==> config.mk <==
export PLATFORM = sky130hd
export DESIGN_NAME = tmr_irq_ctrl
export DESIGN_NICKNAME = d
export VERILOG_FILES = /design/src/rtl/tmr_irq_pkg.sv /design/src/rtl/tmr_irq_slice.sv /design/src/rtl/tmr_msg_arb.sv /design/src/rtl/tmr_irq_ctrl.sv
export SDC_FILE = /design/constraint.sdc
export NUM_CORES = 1
export LEC_CHECK = 0
export BUFFER_PORTS_ARGS = -buffer_cell sky130_fd_sc_hd__buf_2
export CAP_MARGIN = 40
export CORE_UTILIZATION = 58
export CTS_CLUSTER_DIAMETER = 40
export CTS_CLUSTER_SIZE = 14
export DETAILED_ROUTE_END_ITERATION = 8
export GPL_TIMING_DRIVEN = 0
export HOLD_SLACK_MARGIN = 0.03
export PLACE_DENSITY_LB_ADDON = 0.2
export SYNTH_ARGS = -nofsm -noshare
export SYNTH_HDL_FRONTEND = slang
export SYNTH_SLANG_ARGS = --single-unit
==> constraint.sdc <==
create_clock -name clk -period 2 [get_ports clk]
set_input_delay 0 -clock clk [delete_from_list [all_inputs] [get_ports clk]]
set_output_delay 0 -clock clk [all_outputs]
set_load 0.03 [all_outputs]
==> src/rtl/tmr_irq_pkg.sv <==
package tmr_irq_pkg;

  localparam int CFG_LVL_BIT = 1;
  localparam int CFG_EN_BIT  = 2;
  localparam int CFG_RTE_BIT = 14;

  typedef struct packed {
    logic route;
    logic en;
    logic lvl;
  } tmr_cfg_t;

  function automatic tmr_cfg_t cfg_unpack(input logic [31:0] w);
    tmr_cfg_t c;
    c.route = w[CFG_RTE_BIT];
    c.en    = w[CFG_EN_BIT];
    c.lvl   = w[CFG_LVL_BIT];
    return c;
  endfunction

endpackage

==> src/rtl/tmr_irq_slice.sv <==
module tmr_irq_slice
  import tmr_irq_pkg::*;
#(
  parameter int DATA_W = 32
) (
  input  logic                clk,
  input  logic                rst_n,
  input  logic                fire_i,
  input  logic                cfg_wr_i,
  input  logic                rte_lo_wr_i,
  input  logic                rte_hi_wr_i,
  input  logic [DATA_W-1:0]   wr_data_i,
  input  logic                glb_en_i,
  input  logic                glb_rise_i,
  input  logic                glb_fall_i,
  input  logic                stat_clr_i,
  input  logic                grant_i,
  output logic                status_o,
  output logic                irq_o,
  output logic                pend_o,
  output logic [2*DATA_W-1:0] route_o
);

  tmr_cfg_t            cfg_q, cfg_new, cfg_eff;
  logic                status_q, status_d;
  logic                hold_q, hold_d;
  logic                pulse_q, pulse_d;
  logic                pend_q, pend_d;
  logic [2*DATA_W-1:0] rte_q;
  logic                replay, msg_req;

  // next-state: ordered steps within one cycle
  always_comb begin
    cfg_new  = cfg_unpack(wr_data_i);
    cfg_eff  = cfg_wr_i ? cfg_new : cfg_q;
    status_d = status_q;
    hold_d   = hold_q;
    pulse_d  = 1'b0;
    msg_req  = 1'b0;
    // level -> edge: drop line and status before new config applies
    if (cfg_wr_i && cfg_q.lvl && !cfg_new.lvl) begin
      status_d = 1'b0;
      hold_d   = 1'b0;
    end
    if (cfg_wr_i && cfg_q.en && !cfg_new.en) hold_d = 1'b0;
    if (glb_fall_i) hold_d = 1'b0;
    if (stat_clr_i) begin
      status_d = 1'b0;
      hold_d   = 1'b0;
    end
    replay = status_d &&
             ((cfg_wr_i && !cfg_q.en && cfg_new.en) || (glb_rise_i && cfg_eff.en));
    if (fire_i || replay) begin
      status_d = cfg_eff.lvl;
      if (cfg_eff.en && glb_en_i) begin
        if (cfg_eff.route)    msg_req = 1'b1;
        else if (cfg_eff.lvl) hold_d  = 1'b1;
        else                  pulse_d = 1'b1;
      end else if (!cfg_eff.route) begin
        hold_d = 1'b0;
      end
    end
    pend_d = (pend_q && !grant_i) || msg_req;
  end

  always_ff @(posedge clk or negedge rst_n) begin
    if (!rst_n) begin
      cfg_q    <= '0;
      status_q <= 1'b0;
      hold_q   <= 1'b0;
      pulse_q  <= 1'b0;
      pend_q   <= 1'b0;
    end else begin
      if (cfg_wr_i) cfg_q <= cfg_new;
      status_q <= status_d;
      hold_q   <= hold_d;
      pulse_q  <= pulse_d;
      pend_q   <= pend_d;
    end
  end

  always_ff @(posedge clk or negedge rst_n) begin
    if (!rst_n) begin
      rte_q <= '0;
    end else begin
      if (rte_lo_wr_i) rte_q[DATA_W-1:0]        <= wr_data_i;
      if (rte_hi_wr_i) rte_q[2*DATA_W-1:DATA_W] <= wr_data_i;
    end
  end

  assign status_o = status_q;
  assign irq_o    = (hold_q || pulse_q) && !cfg_q.route;
  assign pend_o   = pend_q;
  assign route_o  = rte_q;

  assert_level_sets_R2: assert property (@(posedge clk) disable iff (!rst_n)
    (fire_i && cfg_q.lvl && !cfg_wr_i && !stat_clr_i) |=> status_q);

  assert_edge_clears_R4: assert property (@(posedge clk) disable iff (!rst_n)
    (fire_i && !cfg_q.lvl && !cfg_wr_i) |=> !status_q);

  assert_lvl_to_edge_R5: assert property (@(posedge clk) disable iff (!rst_n)
    (cfg_wr_i && cfg_q.lvl && !cfg_new.lvl) |=> (!status_q && !irq_o));

  assert_enable_replay_R6: assert property (@(posedge clk) disable iff (!rst_n)
    (cfg_wr_i && !cfg_q.en && cfg_new.en && cfg_new.lvl && cfg_q.lvl && !cfg_new.route
     && status_q && glb_en_i && !stat_clr_i) |=> irq_o);

  assert_off_line_low_R7: assert property (@(posedge clk) disable iff (!rst_n)
    !cfg_q.en |-> !hold_q);

  assert_w1c_R10: assert property (@(posedge clk) disable iff (!rst_n)
    (stat_clr_i && !fire_i) |=> !status_q);

endmodule

==> src/rtl/tmr_msg_arb.sv <==
module tmr_msg_arb #(
  parameter int NUM_TMR = 3,
  parameter int DATA_W  = 32
) (
  input  logic                              clk,
  input  logic                              rst_n,
  input  logic [NUM_TMR-1:0]                pend_i,
  input  logic [NUM_TMR-1:0][2*DATA_W-1:0]  route_i,
  input  logic                              ready_i,
  output logic                              valid_o,
  output logic [DATA_W-1:0]                 addr_o,
  output logic [DATA_W-1:0]                 data_o,
  output logic [NUM_TMR-1:0]                grant_o
);

  logic [NUM_TMR-1:0] sel;

  // fixed priority: lowest index wins
  always_comb begin
    sel    = '0;
    addr_o = '0;
    data_o = '0;
    for (int i = NUM_TMR - 1; i >= 0; i--) begin
      if (pend_i[i]) begin
        sel    = '0;
        sel[i] = 1'b1;
        addr_o = route_i[i][2*DATA_W-1:DATA_W];
        data_o = route_i[i][DATA_W-1:0];
      end
    end
  end

  assign valid_o = |pend_i;
  assign grant_o = ready_i ? sel : '0;

  assert_msg_held_R9: assert property (@(posedge clk) disable iff (!rst_n)
    (valid_o && !ready_i) |=> valid_o);

  assert_grant_single_R9: assert property (@(posedge clk) disable iff (!rst_n)
    $onehot0(grant_o));

endmodule

==> src/rtl/tmr_irq_ctrl.sv <==
module tmr_irq_ctrl
  import tmr_irq_pkg::*;
#(
  parameter int NUM_TMR = 3,
  parameter int ADDR_W  = 12,
  parameter int DATA_W  = 32
) (
  input  logic               clk,
  input  logic               rst_n,
  input  logic               wr_en,
  input  logic [ADDR_W-1:0]  wr_addr,
  input  logic [DATA_W-1:0]  wr_data,
  input  logic [NUM_TMR-1:0] fire,
  output logic [NUM_TMR-1:0] irq,
  output logic [NUM_TMR-1:0] status,
  output logic               msg_valid,
  input  logic               msg_ready,
  output logic [DATA_W-1:0]  msg_addr,
  output logic [DATA_W-1:0]  msg_data
);

  localparam logic [ADDR_W-1:0] GLB_ADDR   = ADDR_W'('h010);
  localparam logic [ADDR_W-1:0] STS_ADDR   = ADDR_W'('h020);
  localparam int                TMR_BASE   = 'h100;
  localparam int                TMR_STRIDE = 'h20;
  localparam int                RTE_LO_OFS = 'h08;
  localparam int                RTE_HI_OFS = 'h0C;

  logic glb_q, glb_d, glb_wr, glb_rise, glb_fall, sts_wr;
  logic [NUM_TMR-1:0]               cfg_wr, rlo_wr, rhi_wr, pend, grant;
  logic [NUM_TMR-1:0][2*DATA_W-1:0] route;

  always_comb begin
    glb_wr   = wr_en && (wr_addr == GLB_ADDR);
    sts_wr   = wr_en && (wr_addr == STS_ADDR);
    glb_d    = glb_wr ? wr_data[0] : glb_q;
    glb_rise = glb_d && !glb_q;
    glb_fall = !glb_d && glb_q;
  end

  always_ff @(posedge clk or negedge rst_n) begin
    if (!rst_n) glb_q <= 1'b0;
    else if (glb_wr) glb_q <= glb_d;
  end

  for (genvar n = 0; n < NUM_TMR; n++) begin : g_tmr
    localparam logic [ADDR_W-1:0] CFG_A = ADDR_W'(TMR_BASE + n * TMR_STRIDE);
    assign cfg_wr[n] = wr_en && (wr_addr == CFG_A);
    assign rlo_wr[n] = wr_en && (wr_addr == CFG_A + ADDR_W'(RTE_LO_OFS));
    assign rhi_wr[n] = wr_en && (wr_addr == CFG_A + ADDR_W'(RTE_HI_OFS));

    tmr_irq_slice #(.DATA_W(DATA_W)) u_slice (
      .clk         (clk),
      .rst_n       (rst_n),
      .fire_i      (fire[n]),
      .cfg_wr_i    (cfg_wr[n]),
      .rte_lo_wr_i (rlo_wr[n]),
      .rte_hi_wr_i (rhi_wr[n]),
      .wr_data_i   (wr_data),
      .glb_en_i    (glb_d),
      .glb_rise_i  (glb_rise),
      .glb_fall_i  (glb_fall),
      .stat_clr_i  (sts_wr && wr_data[n]),
      .grant_i     (grant[n]),
      .status_o    (status[n]),
      .irq_o       (irq[n]),
      .pend_o      (pend[n]),
      .route_o     (route[n])
    );
  end

  tmr_msg_arb #(.NUM_TMR(NUM_TMR), .DATA_W(DATA_W)) u_arb (
    .clk     (clk),
    .rst_n   (rst_n),
    .pend_i  (pend),
    .route_i (route),
    .ready_i (msg_ready),
    .valid_o (msg_valid),
    .addr_o  (msg_addr),
    .data_o  (msg_data),
    .grant_o (grant)
  );

  assert_glb_off_lines_low_R8: assert property (@(posedge clk) disable iff (!rst_n)
    glb_fall |=> (irq == '0));

endmodule

# [Word-level counts from Yosys, hierarchy flattened]
# Index checks and enable logic that the tools add are counted.
[op_classes] n_reduce_logical=75 eq_ne=11 muxes=71
[ops] op="$mux 32" count=6
[ops] op="$eq 12x9->1 const B" count=9
[ops] op="$mux 1" count=58
[ops] op="$logic_and 1x1->1" count=49
[ops] op="$mux 3" count=7
[ops] op="$logic_not 1->1" count=13
[ops] op="$eq 12x5->1 const B" count=1
[ops] op="$eq 12x6->1 const B" count=1
[ops] op="$logic_or 1x1->1" count=12
[ops] op="$reduce_or 3->1" count=1
[word_totals] regBits=214 inputBits=51 output_inout_bits=71

# [Logic depth before layout (Yosys ltp)]
[depth] depth_word=12 mapped_depth=7 ltp_nobuf=6

# [Modules after synthesis]
# A second synthesis with hierarchy kept.
[unflattened] cells_unflattened=838 area_unflattened_um2=10238.6
[modules_own_cells] mod="tmr_irq_slice" seq_area_each_um2=1776.7 cells_each=171 instances=3 area_per_inst_um2=2738.9
[modules_own_cells] mod="tmr_msg_arb" seq_area_each_um2=0.0 cells_each=295 instances=1 area_per_inst_um2=1757.9
[modules_own_cells] mod="tmr_irq_ctrl" seq_area_each_um2=25.0 cells_each=30 instances=1 area_per_inst_um2=264.0

# [Least setup slack after synthesis]
# No wires, ideal clock.
[synth_timing] kind="reg2out" from="reg g_tmr[1].u_slice.pend_q" to="out msg_addr[0]" path_buffers=3 slack_ns=0.107 arrival_time_ns=1.893 path_stages_with_launch=7 path_cell_list="dfrtp_1 clkbuf_1 nor2b_1 clkbuf_1 clkbuf_1 a22oi_1 o21ai_0"
[synth_via] elab_chain_cells=2
[synth_lines] element="start: declaration" line="tmr_irq_slice.sv:28" source="logic pend_q, pend_d;"
[synth_lines] element="start signal: assignment" line="tmr_irq_slice.sv:78" source="pend_q <= pend_d;"
[synth_lines] element="$mux 32 (2 in series)" line="tmr_msg_arb.sv:24" source="if (pend_i[i]) begin"
[synth_lines] element="end: declaration" line="tmr_irq_ctrl.sv:18" source="output logic [DATA_W-1:0] msg_addr,"
# No other way between the ends.

# [Final worst setup path]
[layout_timing] from="reg g_tmr[1].u_slice.pend_q" to="out msg_data[10]"
[layout_via] elab_chain_cells=2
[layout_lines] element="$mux 32 (2 in series)" line="tmr_msg_arb.sv:24"
[layout_lines] element="end: declaration" line="tmr_irq_ctrl.sv:19" source="output logic [DATA_W-1:0] msg_data"
# No other way between the ends.

==> out/results.tsv <==
metric	value	unit
worstPathMaxFanout	10	
io_buffer_count	120	
cp_data_required_time	2.00	ns
synth-edff-count	0	
syn_area	9614	sq um
critPathTopFamily	buffers and inverters	
routed_via_density	5.999	
drtPass1Iterations	5	
cts_tree	done	
wl_per_cell	21.79	microns
numPlacedInstances	1112	
ant_nets	0	
avgSynthCellArea	12.41	sq um
hold_class	primary input to async pin	
finalWorstSetupSlack	-0.06179	ns
crit_start	g_tmr[1].u_slice.pend_o	
nets	1019	
cts_buffer_depth	3	
critPathLaunchType	flip-flop	
drt_wl_total	26.30	mm
grt_overflow_total	0	
grt_pass1_wl	39.86	mm
grtUsageTotal	0.3094	
finalNonFillerCells	1207	
grt_pass1_vias	7410	
whs	0.04686	ns
slew_headroom	0.5002	
drc	0	
crit_type	flip-flop to primary output	
die_w	130.8	microns
r2r-end	g_tmr[0].u_slice.hold_q	
crit-reg2reg-launch	glb_q	
yosysUniqueCellTypes	46	
cap_violations	0	
cts_buffers	30	
ys_ff_latch	214	
insertion_delay	0.54	ns
synthArstFlopShare	1.000	
synth_flop_cell	dfrtp_1	
cp_slowest_stage_delay	0.45	ns
fin_crit	2.062	ns
setup-violations-final	8	
cts_sinks	214	
cts.clk_slew.worst_paths	0.06	ns
critical_path.cell_chain	nor2b_4 -> buf_8 -> clkbuf_16 -> a22oi_2 -> o21ai_1 -> buf_4	
placement_rows	46	
num_vias	7241	
period_share	1.031	
synth_nets	826	
worstMarginPinSlew	0.7288	ns
antenna_found_initial	0	
status	finished with violations	
num_antenna_cells	0	
final_core_util	0.7729	
initial_core_util	0.5987	
cp.depth	6	
layout-drive-gt1-share	0.4581	
critPathCaptureType	primary output	
ys_seq_area_frac	0.5570	
reg2reg_slack	0.24	ns
crit_buf_inv	3	
cts_root_buf	clkbuf_16	
slew_viol_final	0	
max_freq	485.0	MHz
powerDensity	821.7	nW/um^2
die_h	130.8	microns
num_io_pins	122	
die_area	17100	sq um
violations	setup timing	
areaGrowthSynthToFinish	29.10	%
hold_viol	0	
htreeDepth	1	
synth-warning-count	0	
cpMaxStageDelayCell	dfrtp_2	
total_power	10.20	mW
rsz0062_at_grt	true	
power_leakage	6.105	nW
r2r_cells	6	
worstPathArrival	2.06	ns
synthCells	775	
hpwlAfterDp	16.39	mm
setup.worst_path.end	msg_data[10]	
grt_max_degree	133	
clock-skew-final	0.01092	ns
drt-initial-drc-count	497	
place_congestion	0.8657	
vdd_drop_max	0.8597	mV
core	16060	sq um
==> metrics by stage <==
stage	area (sq um)	setup WS [ns]	TNS, ns
2_1_floorplan	9614	0.1074	0
3_3_place_gp	10490	-2.399	-531.45
3_5_place_dp	10520	-0.3416	-27.08
4_1_cts	12260	-0.02092	-0.07130
5_1_grt	12410	-0.07718	-0.8478
6_report	12410	-0.06179	-0.1686
==> cells in the mapped netlist, types with 2 or more instances <==
library cell / number / area (sq um)
or3_1: 3 / 18.77
mux2_2: 196 / 2207
clkbuf_1: 31 / 116.4
nor3_1: 2 / 10.01
o31a_1: 2 / 17.52
o21ai_1: 2 / 10.01
inv_1: 13 / 48.80
a2bb2oi_1: 2 / 17.52
nor4_2: 2 / 25.02
a32o_1: 2 / 20.02
mux2i_1: 6 / 60.06
nor4b_1: 4 / 35.03
o21ai_0: 66 / 330.3
buf_4: 6 / 45.04
nand4b_1: 2 / 17.52
nand4_1: 5 / 31.28
a21oi_1: 6 / 30.03
dfrtp_1: 214 / 5355
nor2_1: 23 / 86.33
nand3b_1: 2 / 15.01
nand2_1: 73 / 274.0
buf_2: 18 / 90.09
buf_1: 2 / 7.510
nor2b_1: 5 / 31.28
nand2b_1: 3 / 18.77
nor4_1: 2 / 12.51
a22oi_1: 64 / 480.5
==> power breakdown <==
group | internal, mW | total (mW) | switching (mW) | leakage [nW]
Sequential | 4.35 | 4.37 | 0.0133 | 2.98
Clock | 3.42 | 5.48 | 2.05 | 0.511
Combinational | 0.136 | 0.356 | 0.220 | 2.61
Total | 7.91 | 10.2 | 2.29 | 6.11
==> what timing repair did <==
item	4_1_cts	5_1_grt
gates cloned	2	0
endpoints found under the hold margin	277	0
gates resized for setup	126	68
pin swaps	1	3
hold buffers	36	0
setup endpoints to repair	64	63
buffers inserted	2	1
==> cell families after synthesis <==
| kind of cell | count (synthesis) | share of synthesized area |
|---|---|---|
| multiplexers | 202 | 0.2358 |
| flip-flops | 214 | 0.5570 |
| buffers and inverters | 70 | 0.03202 |
| AND/OR/NAND/NOR | 134 | 0.06910 |
| AO/OA/AOI/OAI | 155 | 0.1061 |
==> layer usage <==
metal / track usage / vias up / part of all wire
met2: 0.5303 / 269 / 0.51
met3: 0.05497 / 63 / 0.058
met5: 0 / - / 0
met4: 0.1102 / 0 / 0.027
met1: 0.3963 / 3715 / 0.40
li1: - / 3194 / -
==> worst min path at each step <==
stage               cells past startpoint         from                        end
global route                            5  wr_addr[10]  g_tmr[1].u_slice.cfg_q[0]
detailed placement                      1        rst_n  g_tmr[1].u_slice.status_o
CTS                                     5   wr_addr[3]  g_tmr[1].u_slice.cfg_q[1]
global placement                        3      fire[0]  g_tmr[0].u_slice.status_o
finish                                  2        rst_n  g_tmr[1].u_slice.cfg_q[0]
floorplan                               0        rst_n  g_tmr[0].u_slice.cfg_q[0]
==> layout by cell type (no fill, tap or decap), drive strengths merged, types with 6 or more instances in the layout <==
master and count:
mux2 196, clkbuf 65, clkinv 6, a22oi 64
buf 151, nand2 73, o21ai 68, inv 20
dfrtp 214, dlygate4sd3 36, nor2 23, a21oi 6
mux2i 6
==> sequential cells by signal, summed over array words and instances, names as in the netlist <==
signal	count
g_tmr.u_slice.cfg_q	9
glb_q	1
g_tmr.u_slice.status_o	3
g_tmr.u_slice.hold_q	3
g_tmr.u_slice.route_o	192
g_tmr.u_slice.pend_o	3
g_tmr.u_slice.pulse_q	3
==> layout make-up <==
type | instances | area [sq um]
well taps | 216 | 270.3
inverters | 13 | 48.80
clock buffers | 34 | 795.8
repair buffers | 162 | 1199
flip-flops and latches | 214 | 5356
multi-input cells | 491 | 4046
clock inverters | 21 | 261.5
fillers | 950 | 3646
plain buffers | 56 | 434.2
(Power assumes the default switching activity.)
